`src/rtl/crc16_byte_engine.sv`:
```
module crc16_byte_engine #(
  parameter int CRC_W = 16,
  parameter int DATA_W = 8,
  parameter logic [CRC_W-1:0] POLY = 16'hA001
) (
  input  logic              clk,
  input  logic              rst_n,
  input  logic              clr_i,
  input  logic              byte_vld_i,
  input  logic [DATA_W-1:0] byte_i,
  output logic [CRC_W-1:0]  crc_o,
  output logic [DATA_W-1:0] chk_first_o,
  output logic [DATA_W-1:0] chk_second_o,
  output logic              zero_o
);
  localparam int LOW_W = CRC_W - DATA_W;

  logic [CRC_W-1:0] crc_q, seed, nxt;
  logic [CRC_W-1:0] stage [0:DATA_W];
  logic             zero_q;

  assign seed     = clr_i ? '0 : crc_q;
  assign stage[0] = seed ^ {byte_i, {LOW_W{1'b0}}};

  for (genvar i = 0; i < DATA_W; i++) begin : g_step
    assign stage[i+1] = stage[i][0] ? ((stage[i] >> 1) ^ POLY) : (stage[i] >> 1);
  end

  assign nxt = byte_vld_i ? stage[DATA_W] : seed;

  always_ff @(posedge clk or negedge rst_n) begin
    if (!rst_n) begin
      crc_q  <= '0;
      zero_q <= 1'b1;
    end else begin
      crc_q  <= nxt;
      zero_q <= (nxt == '0);
    end
  end

  assign crc_o        = crc_q;
  assign chk_first_o  = crc_q[CRC_W-1 -: DATA_W];
  assign chk_second_o = crc_q[DATA_W-1:0];
  assign zero_o       = zero_q;
endmodule


```
`config.mk`:
```
export PLATFORM = sky130hd
export DESIGN_NAME = crc16_byte_engine
export DESIGN_NICKNAME = d
export VERILOG_FILES = /design/src/rtl/crc16_byte_engine.sv
export SDC_FILE = /design/constraint.sdc
export NUM_CORES = 1
export LEC_CHECK = 0
export BUFFER_PORTS_ARGS = -buffer_cell sky130_fd_sc_hd__buf_2
export CAP_MARGIN = 20
export CORE_MARGIN = 1
export CORE_UTILIZATION = 51
export DETAILED_ROUTE_END_ITERATION = 10
export GPL_ROUTABILITY_DRIVEN = 0
export GPL_TIMING_DRIVEN = 1
export PLACE_DENSITY = 0.94
export SETUP_SLACK_MARGIN = 0.02
export SLEW_MARGIN = 20
export SYNTH_ARGS = -nofsm -noshare
export SYNTH_HDL_FRONTEND = slang
export SYNTH_SLANG_ARGS = --single-unit
export TNS_END_PERCENT = 50
```
`constraint.sdc`:
```
create_clock -name clk -period 5.3 [get_ports clk]
set_input_delay 0.53 -clock clk [delete_from_list [all_inputs] [get_ports clk]]
set_output_delay 0.53 -clock clk [all_outputs]
set_load 0.02 [all_outputs]
```
==> impl_metrics.toml, run 1 <==
[outcome]
outcome = "finished, final reports clean"

[die]
dieHeight_um = 48.8
die_x_um = 48.8
dieArea_mm2 = 0.00238
rows = 16
initial_core_util_pct = 55.7
core_mm2 = 0.00200
io-pin-count = 45

[sta]
worstMarginPinSlew_ns = 0.454
period_share_pct = 40.3
fmax_ghz = 0.468
rsz0062_at_grt = "no"
fin_skew_ns = 0.0149
layout_min_cycle_time_ns = 2.13
setup_violations = 0
fin_hold_ws_ns = 0.126
slew_violations = 0
finalSetupTns_ns = 0
slew_headroom_pct = 69.7
hold_violations = 0

[routing]
drc_errors = 0
wl_per_cell_um = 14.5
post_drt_via_cell_ratio = 5.53
dr.pass1.iters = 4
wirelength_mm = 2.47
vias = 940
drt_iter0_markers = 21
ant_nets = 0

[logic_synthesis]
yosysWarnings = 0
netlist.area_leader.share_pct = 35.9
syn-cell-area_mm2 = 0.00111
synthTopCellsByArea = "dfrtp_1 36%, buf_4 11%, xnor2_1 7.1%"
synthArstFlopShare_pct = 100
synth_nets = 130
synth_edf_count = 0
synthFlopType = "dfrtp_1"
synth-seq-cells = 17
ys_seq_area_share_pct = 38.3
ys_types = 31
syn_inst = 118
syn_area_per_cell_um2 = 9.45
synth.largest_area_cell = "dfrtp_1"
synth_common_cells = "16 x buf_4, 16 x dfrtp_1, 9 x nor2_1, 9 x xnor2_1"

[critical_path]
crit_fanout = 5
slowest_stage = "dfrtp_1"
cp_data_required_time_ns = 5.50
crit_path_end_kind = "flop"
crit_chain = "xnor2_1 -> xnor2_2 -> xnor3_1 -> a31oi_1 -> o21bai_1 -> nor4_2"
cp.arrival_ns = 2.34
path_class = "flop to flop"
start_kind = "flop"
crit_path_max_incr_delay_ns = 0.46

[finish]
final_util_pct = 62.2
diodes = 0
drive_above_1_share_pct = 35.7
syn_to_final_growth_pct = 11.7
nets = 156

[clock_tree]
cts_tree = "done"
post_cts_buffers = 0
insertion_delay_ns = 0.30
clk_path_buf_depth = 2
htreeDepth = 1
cts-root-buf = "clkbuf_4"
cts.sinks = 17
postCtsResizedCells = 0
clkTransAtPathRegs_ns = 0.12
cts_hold_buf = 0
cts_buffers = 3

[global_route]
grt_pass1_wl_mm = 4.15
grt_overflow = 0
antenna_found_initial = 0
grt_max_degree = 28
grt_usage_pct = 22.8
grt_pass1_vias = 860

[power_and_ir_drop]
static-leakage-power_nw = 0.628
power_density_mw_per_mm2 = 437
seq_power_share_pct = 34.3
total_power_w = 0.000543
p_sw_w = 0.000242
peakVddDrop_mv = 0.353
comb_power_share_pct = 52.2
p_sw_share_pct = 44.6
internal_power_w = 0.000301
clock_power_share_pct = 13.5

[flow_run]
drv_cap = 0

[placed_design]
portBuffers = 44
place_hpwl_mm = 1.79

[hold_path]
min_path_type = "primary input to asynchronous set/reset pin"
==> sequential cells by signal, summed over array words and instances, names as in the netlist <==
| register | count |
|---|---|
| zero_o | 1 |
| crc_o | 16 |
==> critical path, delay by kind of cell, from the launching register on <==
kind	cells	cell delay (ns)
XOR/XNOR	3	0.98
flip-flops	1	0.46
AO/OA/AOI/OAI	2	0.29
AND/OR/NAND/NOR	1	0.29
==> layer usage <==
metal | part of all wire [%] | global-route usage, % | wire length, µm
met1 | 44 | 31.7 | 1070
met2 | 47 | 36.1 | 1170
met5 | 0 | 0 | 0
met4 | 0.41 | 5.39 | 10
met3 | 8.7 | 5.03 | 215
==> cells by family (layout without fill, tap and decap cells) <==
family	count (synthesis)	after routing	synth area share [%]
buffers and inverters	31	56	16.3
AND/OR/NAND/NOR	25	25	11.4
multiplexers	1	1	0.898
flip-flops	17	17	38.3
XOR/XNOR	15	15	14.9
AO/OA/AOI/OAI	29	29	18.2
==> final cells by class <==
type                    count  area [µm²]
fillers                   176         757
repair buffers             44         220
clock buffers               3        22.5
clock inverters             1        5.00
inverters                   8        30.0
well taps                  27        33.8
flip-flops and latches     17         427
multi-input cells          70         507
==> cells in the final DEF, fill, tap and decap left out, drive strengths merged, types with 2 or more instances in the layout <==
cell      n
clkbuf    3
nor2b     2
xnor3     2
o21bai    2
nor4      2
buf      44
xnor2    10
nand2     6
o21ai     5
a2bb2oi   5
dfrtp    16
o22ai     4
inv       8
o211ai    2
nand3     2
xor2      3
a211oi    8
nor2      9
==> stage by stage <==
stage                     cell area, µm²  instances  setup WS (ns)
after floorplan                     1110        118           3.37
after global placement              1220        166           3.14
after detailed placement            1220        166           2.99
after CTS                           1240        170           3.17
after global routing                1240        170           3.06
final                               1240        170           3.17
==> power by group through the flow <==
stage / registers [W] / logic (W) / clock network [W]
after floorplan: 0.000212 / 0.000211 / 0
after global placement: 0.000186 / 0.000276 / 0
after detailed placement: 0.000189 / 0.000281 / 0
after CTS: 0.000187 / 0.000283 / 0.0000733
after global routing: 0.000191 / 0.000306 / 0.0000812
final: 0.000187 / 0.000283 / 0.0000735
==> final timing paths <==
check	start	end	slack, ns	cells after the start
min in group clk	byte_i[1]	crc_o[1]	0.53	3
setup reg to reg	crc_o[4]	zero_o	3.17	6
max in group asynchronous	rst_n	zero_o	4.84	1
hold / removal	rst_n	crc_o[11]	0.13	1
setup / recovery	crc_o[4]	zero_o	3.17	6
hold reg to reg	crc_o[8]	crc_o[8]	0.62	2
Power figures use the tool's default switching activity.
==> inputs of run 2 (changes only) <==
--- a/config.mk
+++ b/config.mk
@@ -8,11 +8,11 @@
 export BUFFER_PORTS_ARGS = -buffer_cell sky130_fd_sc_hd__buf_2
 export CAP_MARGIN = 20
 export CORE_MARGIN = 1
-export CORE_UTILIZATION = 51
+export CORE_UTILIZATION = 43
 export DETAILED_ROUTE_END_ITERATION = 10
 export GPL_ROUTABILITY_DRIVEN = 0
 export GPL_TIMING_DRIVEN = 1
-export PLACE_DENSITY = 0.94
+export PLACE_DENSITY = 0.85
 export SETUP_SLACK_MARGIN = 0.02
 export SLEW_MARGIN = 20
 export SYNTH_ARGS = -nofsm -noshare
==> constraint.sdc (replaced) <==
create_clock -name clk -period 1.95 [get_ports clk]
set_input_delay 0.195 -clock clk [delete_from_list [all_inputs] [get_ports clk]]
set_output_delay 0.195 -clock clk [all_outputs]
set_load 0.02 [all_outputs]
==> run 2 against run 1 <==
  * Sequential cell count did not move
  * Hold slack improved by 0.080 ns
  * Wire length is 12% higher
  * Combinational power rose to 3.2 times the previous value
  * Utilization down 5.9 points
  * Non-clock buffer count grew 10
  * Global-route usage fell by 1.2 points
  * Critical path type unchanged
==> impl_metrics.toml, run 2 (synthesis gave the netlist of run 1 again) <==
[finish]
final_cell_mix = "44 x buf_2, 13 x dfrtp_1, 9 x nor2_1, 9 x buf_4"
final_util_pct = 56.3
drive_above_1_share_pct = 45.1
final_common_cell = "buf_2"
fin_area_mm2 = 0.00138
syn_to_final_growth_pct = 23.9
diodes = 0
nFillCells = 223
nets = 166
largest_reg_flops = 16

[critical_path]
crit_fanout = 5
crit_path_end_kind = "flop"
r2r_slack_ns = 0.08
path_class = "flop to flop"
cp_data_required_time_ns = 2.16
cp.arrival_ns = 2.08
start_kind = "flop"

[global_route]
grt_usage_pct = 21.6
grt_max_degree = 24
grt_pass1_vias = 964
grt_overflow = 0
grt_pass1_wl_mm = 4.28
antenna_found_initial = 0

[routing]
dr.pass1.iters = 4
wl_per_cell_um = 15.0
vias = 995
drt_iter0_markers = 20
post_drt_via_cell_ratio = 5.44
drc_errors = 0
ant_nets = 0
wirelength_mm = 2.75

[power_and_ir_drop]
comb_power_share_pct = 56.1
clock_power_share_pct = 11.9
power_density_mw_per_mm2 = 1170
p_sw_w = 0.000697
static-leakage-power_nw = 0.694
p_sw_share_pct = 43.2
peakVddDrop_mv = 0.902
internal_power_w = 0.000918
seq_power_share_pct = 32.0

[die]
die_x_um = 52.9
io-pin-count = 45
initial_core_util_pct = 45.4
core_mm2 = 0.00245
rows = 18
dieHeight_um = 52.9
dieArea_mm2 = 0.00280

[sta]
fmax_ghz = 0.535
hold_violations = 0
worstMarginPinSlew_ns = 0.441
period_share_pct = 95.8
slew_headroom_pct = 70.5
layout_min_cycle_time_ns = 1.87
rsz0062_at_grt = "yes"
finalSetupTns_ns = 0
fin_skew_ns = 0.00274
setup_violations = 0
slew_violations = 0
fin_ws_ns = 0.0811

[outcome]
outcome = "finished, final reports clean"

[clock_tree]
clk_path_buf_depth = 2
clkTransAtPathRegs_ns = 0.10
cts_buffers = 3
cts_tree = "done"
insertion_delay_ns = 0.29
cts.sinks = 17
cts-root-buf = "clkbuf_4"
htreeDepth = 1

[hold_path]
min_path_type = "primary input to flop"

[flow_run]
drv_cap = 0

[placed_design]
post-place-ws_ns = 0.00974
place_hpwl_mm = 1.92
place_area_mm2 = 0.00128
portBuffers = 44
-- run 2: final cells by class --
| cell class | instances | area (µm²) | area share [%] |
|---|---|---|---|
| clock buffer | 4 | 26.3 | 1.90 |
| inverter | 8 | 30.0 | 2.17 |
| multi-input combinational | 70 | 559 | 40.5 |
| sequential | 17 | 430 | 31.2 |
| tap | 30 | 37.5 | 2.72 |
| timing repair buffer | 54 | 298 | 21.6 |
-- run 2: per-stage QoR --
stage | cells | hold WS (ns) | power (W)
2_1_floorplan | 118 | -0.101 | 0.00115
6_report | 183 | 0.206 | 0.00162
3_5_place_dp | 176 | 0.136 | 0.00133
5_1_grt | 183 | 0.230 | 0.00171
4_1_cts | 181 | 0.202 | 0.00154
3_3_place_gp | 176 | 0.127 | 0.00130
-- run 2: worst max-delay path, stage by stage (launching register included) --
cell and delay [ns]:
dfrtp_2 0.48, xor2_2 0.18, buf_4 0.16, xnor2_2 0.13, o211ai_1 0.20, nand3_1 0.15, nand4b_1 0.22, nor4_2 0.26
-- run 2: power groups by stage --
stage / combinational (W) / sequential (W) / clock (W)
2_1_floorplan: 0.000575 / 0.000579 / 0
3_3_place_gp: 0.000803 / 0.000495 / 0
3_5_place_dp: 0.000832 / 0.000502 / 0
4_1_cts: 0.000845 / 0.000499 / 0.000197
5_1_grt: 0.000969 / 0.000528 / 0.000212
6_report: 0.000907 / 0.000517 / 0.000192
-- run 2: routing by layer --
metal	GRT usage (%)	vias up	wire length (µm)
li1	-	461	-
met1	26.3	483	1170
met2	37.1	46	1380
met3	5.17	5	163
met4	7.02	0	42
met5	0	-	0
-- run 2: worst paths after layout --
kind	end	from	cells past startpoint
min	crc_o[5]	byte_i[5]	3
min in group asynchronous	crc_o[12]	rst_n	2
max in group asynchronous	zero_o	rst_n	2
max	zero_o	crc_o[0]	7
min reg2reg	crc_o[9]	crc_o[9]	2
max reg2reg	zero_o	crc_o[0]	7
-- run 2: timing repair --
| action | in CTS | in global routing |
|---|---|---|
| setup buffers | 0 | 2 |
| pin swaps | 1 | 4 |
| gates resized for setup | 1 | 8 |
| endpoints found under the setup margin | 1 | 1 |
| endpoints found under the hold margin | 16 | 0 |
| hold buffers | 1 | 0 |
